--- src/rtl/irq_dispatch_pkg.sv ---
package irq_dispatch_pkg;
  localparam int PRIV_W = 2;
  localparam logic [PRIV_W-1:0] PRIV_U = 2'b00;
  localparam logic [PRIV_W-1:0] PRIV_S = 2'b01;
  localparam logic [PRIV_W-1:0] PRIV_M = 2'b11;
  localparam int RANK_NONE = 9;
  localparam int RANK_W    = 4;

  // rank of a bit position, 0 is most urgent, RANK_NONE means never selected
  function automatic logic [RANK_W-1:0] rank_of(input int pos);
    case (pos)
      11:      rank_of = 4'd0;
      3:       rank_of = 4'd1;
      7:       rank_of = 4'd2;
      9:       rank_of = 4'd3;
      1:       rank_of = 4'd4;
      5:       rank_of = 4'd5;
      8:       rank_of = 4'd6;
      0:       rank_of = 4'd7;
      4:       rank_of = 4'd8;
      default: rank_of = RANK_W'(RANK_NONE);
    endcase
  endfunction
endpackage

--- src/rtl/irq_level_split.sv ---
module irq_level_split #(
  parameter int W = 16
) (
  input  logic [W-1:0] cand_i,
  input  logic [W-1:0] deleg_i,
  input  logic         lvl_en_i,
  output logic [W-1:0] keep_o,
  output logic [W-1:0] pass_o,
  output logic         take_o
);
  always_comb begin
    keep_o = cand_i & ~deleg_i;
    pass_o = cand_i & deleg_i;
    take_o = lvl_en_i && (keep_o != '0);
  end
endmodule

--- src/rtl/irq_prio_pick.sv ---
module irq_prio_pick
  import irq_dispatch_pkg::*;
#(
  parameter int W  = 16,
  parameter int CW = $clog2(W)
) (
  input  logic [W-1:0]  vec_i,
  output logic          hit_o,
  output logic [CW-1:0] idx_o
);
  logic [RANK_W-1:0] best_rank;

  always_comb begin
    best_rank = RANK_W'(RANK_NONE);
    idx_o     = '0;
    for (int i = 0; i < W; i++) begin
      if (vec_i[i] && (rank_of(i) < best_rank)) begin
        best_rank = rank_of(i);
        idx_o     = CW'(i);
      end
    end
    hit_o = (best_rank != RANK_W'(RANK_NONE));
  end
endmodule

--- src/rtl/irq_dispatch.sv ---
module irq_dispatch
  import irq_dispatch_pkg::*;
#(
  parameter int W = 16,
  localparam int CW = $clog2(W)
) (
  input  logic [W-1:0]      irq_pend_i,
  input  logic [W-1:0]      irq_en_i,
  input  logic [W-1:0]      m_deleg_i,
  input  logic [W-1:0]      s_deleg_i,
  input  logic [PRIV_W-1:0] cur_priv_i,
  input  logic              m_gie_i,
  input  logic              s_gie_i,
  input  logic              sup_present_i,
  input  logic              usr_present_i,
  output logic              take_o,
  output logic [CW-1:0]     cause_o,
  output logic [PRIV_W-1:0] target_o
);
  logic [W-1:0]      cand;
  logic              m_lvl_en, s_lvl_en, flat_cfg;
  logic [W-1:0]      m_keep, m_pass, s_keep, s_pass;
  logic              m_take, s_take;
  logic [W-1:0]      sel_vec;
  logic [PRIV_W-1:0] sel_tgt;
  logic              pick_hit;
  logic [CW-1:0]     pick_idx;

  always_comb begin
    cand     = irq_pend_i & irq_en_i;
    flat_cfg = !sup_present_i || !usr_present_i;
    m_lvl_en = (cur_priv_i != PRIV_M) || m_gie_i;
    s_lvl_en = sup_present_i &&
               ((cur_priv_i == PRIV_U) || ((cur_priv_i == PRIV_S) && s_gie_i));
  end

  irq_level_split #(.W(W)) u_m_lvl (
    .cand_i  (cand),
    .deleg_i (m_deleg_i),
    .lvl_en_i(m_lvl_en),
    .keep_o  (m_keep),
    .pass_o  (m_pass),
    .take_o  (m_take)
  );

  irq_level_split #(.W(W)) u_s_lvl (
    .cand_i  (m_pass),
    .deleg_i (s_deleg_i),
    .lvl_en_i(s_lvl_en),
    .keep_o  (s_keep),
    .pass_o  (s_pass),
    .take_o  (s_take)
  );

  always_comb begin
    sel_vec = '0;
    sel_tgt = PRIV_M;
    if (flat_cfg) begin
      sel_vec = cand;
    end else if (m_take) begin
      sel_vec = m_keep;
    end else if (s_take) begin
      sel_vec = s_keep;
      sel_tgt = PRIV_S;
    end else begin
      // anything left in s_pass would need user-level delegation: dropped
      sel_vec = s_pass & '0;
    end
  end

  irq_prio_pick #(.W(W), .CW(CW)) u_pick (
    .vec_i(sel_vec),
    .hit_o(pick_hit),
    .idx_o(pick_idx)
  );

  always_comb begin
    take_o   = pick_hit;
    cause_o  = pick_hit ? pick_idx : '0;
    target_o = pick_hit ? sel_tgt : PRIV_U;
  end
endmodule

--- config.mk ---
export PLATFORM = sky130hd
export DESIGN_NAME = irq_dispatch
export DESIGN_NICKNAME = d
export VERILOG_FILES = /design/src/rtl/irq_dispatch_pkg.sv /design/src/rtl/irq_level_split.sv /design/src/rtl/irq_prio_pick.sv /design/src/rtl/irq_dispatch.sv
export SDC_FILE = /design/constraint.sdc
export NUM_CORES = 1
export LEC_CHECK = 0
export ABC_AREA = 1
export BUFFER_PORTS_ARGS = -buffer_cell sky130_fd_sc_hd__clkbuf_2
export CAP_MARGIN = 20
export CORE_MARGIN = 4
export CORE_UTILIZATION = 45
export DETAILED_ROUTE_END_ITERATION = 8
export PLACE_DENSITY = 0.81
export RECOVER_POWER = 25
export SLEW_MARGIN = 20
export SYNTH_ARGS = -nofsm -noshare
export SYNTH_HDL_FRONTEND = slang
export SYNTH_HIERARCHICAL = 1
export SYNTH_SLANG_ARGS = --single-unit
--- constraint.sdc ---
create_clock -name vclk -period 3.2
set_input_delay 0.64 -clock vclk [all_inputs]
set_output_delay 0.64 -clock vclk [all_outputs]
set_load 0.03 [all_outputs]
; Word-level counts from Yosys, hierarchy flattened
; Cells that the tools add are included.
; Widths: inputs -> output; s select.
[word_totals]
reg_bits = 0
out_inout_bits = 7
in_bits = 70
[op_classes]
eq_ne = 3
n_lt_le_gt_ge = 15
bitwise_logic = 6
reduce_logical = 27
mux = 39
[op_table]
columns = op, n
row1 = $mux 4, 25
row2 = $and 16x16->16, 4
row3 = $mux 16, 3
row4 = $lt 4x4->1 const A, 8
row5 = $not 16->16, 2
row6 = $reduce_bool 16->1, 2
row7 = $logic_and 1x1->1, 19
row8 = $lt 3x4->1 const A, 3
row9 = $mux 2, 6
row10 = $mux 3, 4
row11 = $lt 1x4->1 const A, 2
row12 = $lt 2x4->1 const A, 2
row13 = $ne 4x4->1 const B, 1
row14 = $logic_or 1x1->1, 3
row15 = $eq 2x1->1 const B, 1
row16 = $logic_not 1->1, 2
row17 = $logic_not 2->1, 1
row18 = $ne 2x2->1 const B, 1
row19 = $mux 1, 1

; Logic depth before layout (Yosys ltp)
[logic_depth]
depth_word = 56
mapped_depth = 23

; Cells and area by module
; Netlist, hierarchy kept.
[modules_own_cells]
columns = mod, instances, cells_per_inst, area_per_inst_um2
row1 = irq_level_split, 2, 97, 374.1
row2 = irq_dispatch, 1, 154, 674.4
row3 = irq_prio_pick, 1, 34, 168.9

; Least setup slack after synthesis
; OpenSTA, ideal clock, no wires.
[synth_timing]
path_type = input to output
startpoint = input port irq_pend_i[5]
endpoint = output port target_o[1]
required_time_ns = 2.560
cell_stages = 21
slack_ns = -0.496
arrival_time_ns = 3.056
cell_sequence = nand2_1 inv_1 nand2_1 inv_1 nand2_2 nand2_1 nor2_1 nand2_1 nor2_1 nor2_1 inv_1 nor2_8 buf_8 nand3_1 nand2_1 nor2_4 nand4_1 nand2_1 nor2_1 nand4_1 a21boi_1
[synth_between]
word_cells_on_any_way = 62
cone_classes = 15 x order compare / 1 x eq/ne / 23 x mux / 4 x bitwise / 19 x reduce/logical
[synth_lines]
columns = element, line_no
row1 = from (decl), irq_dispatch.sv:7  ; input logic [W-1:0] irq_pend_i,
row2 = $and 16x16->16 (*), irq_dispatch.sv:30  ; cand = irq_pend_i & irq_en_i;
row3 = via cand[5], irq_dispatch.sv:20  ; logic [W-1:0] cand;
row4 = $and 16x16->16 (*), irq_level_split.sv:13  ; pass_o = cand_i & deleg_i;
row5 = via m_pass[5], irq_dispatch.sv:22  ; logic [W-1:0] m_keep, m_pass, s_keep, s_pass;
row6 = $and 16x16->16 (*), irq_level_split.sv:12  ; keep_o = cand_i & ~deleg_i;
row7 = $reduce_bool 16->1 (*), irq_level_split.sv:14  ; take_o = lvl_en_i && (keep_o != '0);
row8 = $logic_and 1x1->1 (*), irq_level_split.sv:14
row9 = via s_take, irq_dispatch.sv:23  ; logic m_take, s_take;
row10 = [... 3 more ...], --
row11 = via sel_vec[3], irq_dispatch.sv:24  ; logic [W-1:0] sel_vec;
row12 = [... 33 more ...], --
row13 = $logic_and 1x1->1, irq_prio_pick.sv:17  ; if (vec_i[i] && (rank_of(i) < best_rank)) begin
row14 = $mux 4 (*), irq_prio_pick.sv:17
row15 = $lt 4x4->1, irq_prio_pick.sv:17
row16 = $logic_and 1x1->1, irq_prio_pick.sv:17
row17 = $mux 4 (*), irq_prio_pick.sv:17
row18 = $ne 4x4->1 (*), irq_prio_pick.sv:22  ; hit_o = (best_rank != RANK_W'(RANK_NONE));
row19 = via take_o, irq_dispatch.sv:16  ; output logic take_o,
row20 = $mux 2 (*), irq_dispatch.sv:80  ; target_o = pick_hit ? sel_tgt : PRIV_U;
row21 = to (decl), irq_dispatch.sv:18  ; output logic [PRIV_W-1:0] target_o
; The timed path passes the listed nets; every way through them passes the cells marked *.

; Worst setup path after layout
[layout_timing]
startpoint = input port irq_pend_i[0]
endpoint = output port cause_o[0]
[layout_between]
word_cells_on_any_way = 74
cone_classes = 15 x order compare / 1 x eq/ne / 35 x mux / 4 x bitwise / 19 x reduce/logical
[layout_lines]
columns = element, line_no
row1 = $and 16x16->16 (*), irq_dispatch.sv:30
row2 = via cand[0], irq_dispatch.sv:20
row3 = $and 16x16->16, irq_level_split.sv:13
row4 = $and 16x16->16, irq_level_split.sv:12
row5 = $reduce_bool 16->1, irq_level_split.sv:14
row6 = $logic_and 1x1->1, irq_level_split.sv:14
row7 = $mux 16, irq_dispatch.sv:62  ; end else if (s_take) begin
row8 = $mux 16 (*), irq_dispatch.sv:60  ; end else if (m_take) begin
row9 = [... 1 more ...], --
row10 = via sel_vec[4], irq_dispatch.sv:24
row11 = [... 29 more ...], --
row12 = $lt 4x4->1, irq_prio_pick.sv:17
row13 = $logic_and 1x1->1, irq_prio_pick.sv:17
row14 = $mux 4, irq_prio_pick.sv:17
row15 = $lt 4x4->1, irq_prio_pick.sv:17
row16 = $logic_and 1x1->1, irq_prio_pick.sv:17
row17 = $mux 4, irq_prio_pick.sv:17
row18 = $ne 4x4->1, irq_prio_pick.sv:22
row19 = $mux 4 (*), irq_dispatch.sv:79  ; cause_o = pick_hit ? pick_idx : '0;
row20 = to (decl), irq_dispatch.sv:17  ; output logic [CW-1:0] cause_o,
; Marked as above.

==> impl_results.md <==
* Die width at 60.76 um
* Antenna diodes at 0
* Kind of critical path: input port to output pin
* Worst EP arrival at 3.11 ns
* Antenna violation net count after detailed routing at 0
* First-pass GRT wire length at about 7400 um
* Max Cap Viol at 0
* Failing checks: setup timing
* Synth-to-Final Area Change at 84.52%
* Gr usage total at 24.95%
* First-pass iteration count of the detailed router at 6
* Maximum number of pins on one net before global-route repair at 20
* Final Max Slew Viols at 0
* Initial antenna violation count at 0
* Post-Syn Instances at 294
* Routed vias at 2,280
* Maximum clock rate at 0.2667 GHz
* WL/cell at 14.95 um
* Register area at 0 um^2
* Worst path cell trace: buf_6, nand2_4, inv_4, buf_6, nand2_4, nand2_2, nor2_1, nand2_1, nor2_4, nor2_4, buf_4, nand2_1, nand2_1, nand2_1, nand2_1, nand2_2, nand2_1, nand3_2, nand2_1, nand2_1, nand4_1, nand2_1, inv_2, buf_8
* Worst Tran Pin Value at 0.2998 ns
* Unrepaired setup endpoints after global routing: yes
* Post-route setup slack at -0.5497 ns
* Avg Cell Area, Syn at ~4.3 um^2
* Post-route cell area at 2311 um^2
* Post-synth net total at 364
* Die Ht at 60.76 um
* Total grt overflow at 0
* Inst Count DP at 429
* Non-Filler Instances at 449
* Tcrit/Tclk final at 117.2%
* Critical-path cell with the highest stage delay: nand4_1
* Mapped cell area at roughly 1300 um^2
* Tightest Hold Check Type: input port to output pin
* Worst Setup Start Kind: input port
* IO Pins at 77
* PortBufs at just under 80
* Outcome: complete, but fails checks
* FILL cells at 133
* Max transition margin at 79.97%
* Worst-path fanout max at 6
* Minimum clock period at 3.750 ns
* Crit-path most repeated cell: nand2_1
* Initial Util at between 40% and 50%
* FF+latch count at 0
* Final nets at 491
* Worst VDD drop at roughly 0.00016 V
* Number of global-route vias before repair at slightly below 2,000
* Routed vias/inst at between 5 and 6
* Core area at around 2600 um^2
* HPWL Detailed at 3133 um
* # rows at 18
* Die Footprint at between 3000 and 4000 um^2
* PwrDens at about 150 nW/um^2
* Final setup fails at 7
* DRC Markers at 0
* Final hold vios at 0
* Clock buffers at 0
* Layout cells sized above 1 at 50.12%
* Final WL at 6714 um
* Placed standard-cell area at about 1900 um^2
* CP required at 2.56 ns
* CP Capture Type: output pin
* Max incr delay on CP at 0.26 ns
* Iteration-0 DRC Markers at 355
* Yosys warning count at 6
* RD Place Congestion at about 0.87
* P_leak at about 1.8 nW
area by class of cell:
| type | count | area [um^2] | area share (%) |
|---|---|---|---|
| multi-input cells | 189 | 1011 | 43.75 |
| repair buffers | 131 | 885.9 | 38.33 |
| inverters | 99 | 376.6 | 16.30 |
| well taps | 30 | 37.54 | 1.624 |
timing repair:
action / in CTS / in global routing
endpoints found under the setup margin: 7 / 7
hold buffers: 0 / 0
pin swaps: 19 / 32
setup buffers: 13 / 5
resized for setup: 26 / 44
gates cloned: 1 / 1
per-stage QoR:
stage	total power (W)	setup TNS, ns	worst slack [ns]	hold WS, ns	utilization [%]
global route	0.0003812	-5.161	-0.7433	2.000	90.01
finish	0.0003556	-3.781	-0.5497	1.953	90.01
detailed placement	0.0002458	-3.932	-0.5815	1.900	75.58
global placement	0.0002397	-3.332	-0.4960	1.902	75.58
floorplan	0.0001505	-1.185	-0.2125	1.602	-
CTS	0.0002838	-1.384	-0.2173	1.890	83.82
report_power, final:
| part | internal, W | total [W] | switching (W) | leakage (nW) |
|---|---|---|---|---|
| registers | 0 | 0 | 0 | 0 |
| logic | 0.000158 | 0.000356 | 0.000198 | 1.81 |
| clock network | 0 | 0 | 0 | 0 |
| total | 0.000158 | 0.000356 | 0.000198 | 1.81 |
path summary, 6_finish.rpt:
| kind | start | endpoint | slack, ns | cells after the start |
|---|---|---|---|---|
| setup / recovery | irq_pend_i[0] | cause_o[0] | -0.55 | 24 |
| hold / removal | usr_present_i | target_o[1] | 1.95 | 5 |
layout by cell type (no fill, tap or decap), drive strengths merged:
cell	instances
a21boi	1
a21oi	2
buf	65
clkbuf	66
inv	99
nand2	143
nand3	14
nand4	3
nor2	24
o21ai	1
o21bai	1
per-layer routing:
| layer | routed length (um) | part of all wire [%] | GRT usage [%] | vias up |
|---|---|---|---|---|
| met5 | 0 | 0 | 0 | - |
| met4 | 470 | 7.0 | 8.669 | 0 |
| met3 | 650 | 9.7 | 1.915 | 59 |
| met2 | 3241 | 48 | 48.55 | 184 |
| met1 | 2352 | 35 | 27.94 | 980 |
| li1 | - | - | - | 1057 |
worst max-delay path: cells and delay by family:
| kind | cells | cell delay, ns |
|---|---|---|
| buffers and inverters | 6 | 0.62 |
| and+or+nand+nor | 18 | 1.84 |
No activity file was read; power rests on OpenSTA's default activity.
